File: src/rtl/tourPredPkg.sv
package tourPredPkg;

  typedef struct packed {
    logic wrBim;      // train per-address counter
    logic wrGsh;      // train correlating counter
    logic wrSel;      // train chooser
    logic selUp;      // chooser direction: 1 = toward correlating
    logic shiftHist;  // shift outcome into history
    logic taken;      // resolved outcome
  } predCtl_t;

  function automatic logic [1:0] ctrStep(input logic [1:0] c, input logic up);
    if (up) return (c == 2'b11) ? c : c + 2'b01;
    else    return (c == 2'b00) ? c : c - 2'b01;
  endfunction

endpackage

File: src/rtl/predCtrl.sv
module predCtrl
  import tourPredPkg::*;
(
  input  logic     updValid,
  input  logic     updTaken,
  input  logic     updBimPred,
  input  logic     updGshPred,
  input  logic     lkBim,
  input  logic     lkGsh,
  input  logic     lkSelMsb,
  output predCtl_t ctl,
  output logic     lkPred
);

  always_comb begin
    ctl.wrBim     = updValid;
    ctl.wrGsh     = updValid;
    ctl.wrSel     = updValid && (updBimPred != updGshPred);
    ctl.selUp     = (updGshPred == updTaken);
    ctl.shiftHist = updValid;
    ctl.taken     = updTaken;
  end

  assign lkPred = lkSelMsb ? lkGsh : lkBim;

endmodule

File: src/rtl/predDatapath.sv
module predDatapath
  import tourPredPkg::*;
#(
  parameter int PC_W   = 32,
  parameter int PC_LSB = 2,
  parameter int IDX_W  = 6,
  parameter int HIST_W = 4
) (
  input  logic              clk,
  input  logic              rstN,
  input  predCtl_t          ctl,
  input  logic [PC_W-1:0]   lkPc,
  input  logic [PC_W-1:0]   updPc,
  output logic              lkBim,
  output logic              lkGsh,
  output logic              lkSelMsb,
  output logic [HIST_W-1:0] histQ
);

  localparam int ENTRIES = 1 << IDX_W;

  logic [1:0] bimTab [ENTRIES];
  logic [1:0] gshTab [ENTRIES];
  logic [1:0] selTab [ENTRIES];

  logic [IDX_W-1:0] lkIdx, lkGIdx, upIdx, upGIdx;

  assign lkIdx  = lkPc[PC_LSB +: IDX_W];
  assign upIdx  = updPc[PC_LSB +: IDX_W];
  assign lkGIdx = lkIdx ^ IDX_W'(histQ);
  assign upGIdx = upIdx ^ IDX_W'(histQ);

  logic unusedPcBits;
  assign unusedPcBits = ^{lkPc[PC_W-1:PC_LSB+IDX_W], lkPc[PC_LSB-1:0],
                          updPc[PC_W-1:PC_LSB+IDX_W], updPc[PC_LSB-1:0]};

  assign lkBim    = bimTab[lkIdx][1];
  assign lkGsh    = gshTab[lkGIdx][1];
  assign lkSelMsb = selTab[lkIdx][1];

  always_ff @(posedge clk) begin
    if (!rstN) begin
      for (int i = 0; i < ENTRIES; i++) begin
        bimTab[i] <= 2'b01;
        gshTab[i] <= 2'b01;
        selTab[i] <= 2'b01;
      end
      histQ <= '0;
    end else begin
      if (ctl.wrBim) bimTab[upIdx]  <= ctrStep(bimTab[upIdx], ctl.taken);
      if (ctl.wrGsh) gshTab[upGIdx] <= ctrStep(gshTab[upGIdx], ctl.taken);
      if (ctl.wrSel) selTab[upIdx]  <= ctrStep(selTab[upIdx], ctl.selUp);
      if (ctl.shiftHist) histQ <= {histQ[HIST_W-2:0], ctl.taken};
    end
  end

endmodule

File: src/rtl/tourPredictor.sv
module tourPredictor
  import tourPredPkg::*;
#(
  parameter int PC_W   = 32,
  parameter int PC_LSB = 2,
  parameter int IDX_W  = 6,
  parameter int HIST_W = 4
) (
  input  logic            clk,
  input  logic            rstN,
  input  logic [PC_W-1:0] lkPc,
  output logic            lkPred,
  output logic            lkBimPred,
  output logic            lkGshPred,
  input  logic            updValid,
  input  logic [PC_W-1:0] updPc,
  input  logic            updTaken,
  input  logic            updBimPred,
  input  logic            updGshPred
);

  predCtl_t          ctl;
  logic              lkSelMsb;
  logic [HIST_W-1:0] histQ;

  predCtrl u_ctrl (
    .updValid  (updValid),
    .updTaken  (updTaken),
    .updBimPred(updBimPred),
    .updGshPred(updGshPred),
    .lkBim     (lkBimPred),
    .lkGsh     (lkGshPred),
    .lkSelMsb  (lkSelMsb),
    .ctl       (ctl),
    .lkPred    (lkPred)
  );

  predDatapath #(
    .PC_W(PC_W), .PC_LSB(PC_LSB), .IDX_W(IDX_W), .HIST_W(HIST_W)
  ) u_dp (
    .clk     (clk),
    .rstN    (rstN),
    .ctl     (ctl),
    .lkPc    (lkPc),
    .updPc   (updPc),
    .lkBim   (lkBimPred),
    .lkGsh   (lkGshPred),
    .lkSelMsb(lkSelMsb),
    .histQ   (histQ)
  );

endmodule

File: config.mk
export PLATFORM = sky130hd
export DESIGN_NAME = tourPredictor
export DESIGN_NICKNAME = d
export VERILOG_FILES = /design/src/rtl/tourPredPkg.sv /design/src/rtl/predCtrl.sv /design/src/rtl/predDatapath.sv /design/src/rtl/tourPredictor.sv
export SDC_FILE = /design/constraint.sdc
export NUM_CORES = 1
export LEC_CHECK = 0
export BUFFER_PORTS_ARGS = -buffer_cell sky130_fd_sc_hd__buf_2
export CAP_MARGIN = 15
export CORE_UTILIZATION = 56
export CTS_BUF_LIST = sky130_fd_sc_hd__clkbuf_4 sky130_fd_sc_hd__clkbuf_8
export DETAILED_ROUTE_END_ITERATION = 16
export PLACE_DENSITY = 0.84
export RECOVER_POWER = 100
export SLEW_MARGIN = 40
export SYNTH_ARGS = -nofsm -noshare
export SYNTH_HDL_FRONTEND = slang
export SYNTH_SLANG_ARGS = --single-unit
File: constraint.sdc
create_clock -name clk -period 9 [get_ports clk]
set_input_delay 1.8 -clock clk [delete_from_list [all_inputs] [get_ports clk]]
set_output_delay 1.8 -clock clk [all_outputs]
set_load 0.02 [all_outputs]
==> flow_summary.ini <==
[outcome]
status = finished with violations
violations = capacitance limit, slew limit

[logic_synthesis]
synth_top_area_share_pct = 54.8
synthFlopType = edfxtp_1
synth-adder-area-share_pct = 0.297
synthMuxAreaShare_pct = 13.0
yosys.area_share.simple_pct = 19.5
synth_edf_count = 384
synth_cells = 1913
yosysWarnings = 0
synth_top_family_by_area = simple AND/OR/NAND/NOR gates
yosysUniqueCellTypes = 66
seq_area_frac_synth_pct = 55.2
yosysTopAreaCell = edfxtp_1
synth_xor_area_share_pct = 0.731
synth_seq_cells = 388
synthTopCellsByArea = edfxtp_1, mux4_2, nand2_1, nor2_1, nand3_1
synthesis.area_um2 = 21000
synthArstFlopShare_pct = 0
synth_fp_nets = 1983
synth_compound_area_share_pct = 6.74
avgSynthCellArea_um2 = 11.0

[route]
first_pass_iters = 7
wl_per_cell_um = 25.1
dr_total_vias = 16700
drtAntennaViolNets = 0
drcViolationCount = 0
drt_iter0_markers = 2882
routed_via_density = 7.02
routed_wl_mm = 59.9

[worst_setup_path]
cp_max_fo = 33
critPathCaptureType = output pin
worstSetupPathType = in -> out
r2r_slack_ns = 3.33
start_kind = input pin
arrival_ns = 5.95
critical_path_required_ns = 7.20

[cts]
root_buffer = clkbuf_8
post_cts_buffers = 0
hold_buffers = 0
clk_latency_ns = 0.66
clk_pin_slew_ns = 0.06
numCtsBuffers = 59
clk_path_buf_depth = 3
ctsResizeCount = 0
cts_htree_levels = 2
cts_sinks = 388
cts_tree = done

[timing]
worst_slack_ns = 1.25
worstMarginPinSlew_ns = 3.34
finalCritPeriodShare_pct = 86.1
rsz0062_at_grt = false
relSlewSlack_pct = -123
min_period_ns = 7.75
slew_violations = 398
clock_skew_ns = 0.0532
hold_slack_ns = 0.613
finalHoldViolations = 0
setup_tns_ns = 0
setup_viol_count_final = 0
clock.fmax_ghz = 0.129

[floorplan]
start_util_pct = 57.2
core_um2 = 36800
rows = 70
fp.dieW_um = 196
die-area_um2 = 38400
ios = 73
die_h_um = 196

[placed_design]
io_buffer_count = 20
numPlacedInstances = 2273
gp_congestion = 0.959
place_area_um2 = 21400
place_ws_ns = 2.26
dp.final_hpwl_mm = 39.0

[grt]
grt_max_degree = 107
track_usage_pct = 31.6
grt.overflow.total = 0
grt_pass1_vias = 16100
grt_first_pass_wirelength_mm = 92.0
antenna_found_initial = 2

[power_and_ir_drop]
cellLeakagePower_nw = 7.15
fin_total_pwr_mw = 4.03
power_density_nw_per_um2 = 180
irDropWorstVdd_mv = 0.110

[layout]
final_area_um2 = 22300
utilization_pct = 60.8
nNetsFinal = 1937
seq_area_um2 = 11600
drive_gt1_share_pct = 16.2
mostFrequentLayoutCell = nand2_1
area_growth_pct = 6.21
mostFrequentLayoutCells = nand2_1, edfxtp_1, nor2_1
n_fill_cell = 2734
final_cells = 2383
multi_input_area_um2 = 8500

[worst_hold_path]
hold_path_class = reg -> reg

[job]
cap_violations = 9
[synthesized netlist by cell type, types with 14 or more instances]
master,number
o21ai_0,42
a21oi_1,26
mux2_2,36
mux2i_1,40
mux4_2,84
nor2_1,248
nand2_1,434
nor3_1,32
a22oi_1,23
edfxtp_1,384
buf_2,53
clkbuf_1,92
a221oi_1,33
nand4_1,19
nand3_1,151
buf_4,18
buf_6,14
[cell families (layout without fill, tap and decap cells)]
group	after synthesis	after routing
xor+xnor	15	15
compound gates	198	198
mux	163	163
fa+ha+maj	6	6
other cells	0	2
buf+inv	195	195
flops	388	388
simple gates	948	948
[path summary, 6_finish.rpt]
| check | endpoint | cells past startpoint | from |
|---|---|---|---|
| setup / recovery | lkPred | 8 | lkPc[3] |
| setup reg to reg | u_dp.gshTab[60][0] | 10 | u_dp.histQ[0] |
| hold / removal | u_dp.histQ[3] | 2 | u_dp.histQ[3] |
| hold reg to reg | u_dp.histQ[3] | 2 | u_dp.histQ[3] |
[routing by layer]
metal	global-route usage (%)	wire (µm)	up-vias
li1	-	-	6951
met3	9.01	10000	285
met2	47.7	26600	1618
met1	41.6	19800	7870
met5	0	0	-
met4	17.2	3490	0
[registers in the layout (all words and copies together), names as in the netlist]
signal / cells
u_dp.bimTab: 128
u_dp.selTab: 128
u_dp.histQ: 4
u_dp.gshTab: 128
[critical path, stage by stage]
cell and delay, ns:
buf_2 0.08, buf_4 0.47, xor2_1 1.51, mux4_2 0.46, mux4_2 0.52, mux4_2 0.55
mux2_2 0.35, buf_2 0.18
[area by class of cell]
type / count / area share, %
Timing Repair Buffer: 81 / 2.38
Clock buffer: 77 / 4.27
Tap cell: 468 / 2.62
Multi-Input combinational cell: 1330 / 38.0
Sequential cell: 388 / 52.0
Inverter: 7 / 0.118
Clock inverter: 30 / 0.610
Antenna cell: 2 / 0.0224
[report_power, final]
group          internal, mW  leakage, nW  switching [mW]  total [mW]
combinational         0.171         3.14           0.419       0.590
clock                 0.689        0.578           0.698        1.39
sequential             2.02         3.44          0.0260        2.05
Power figures use the tool's default switching activity.
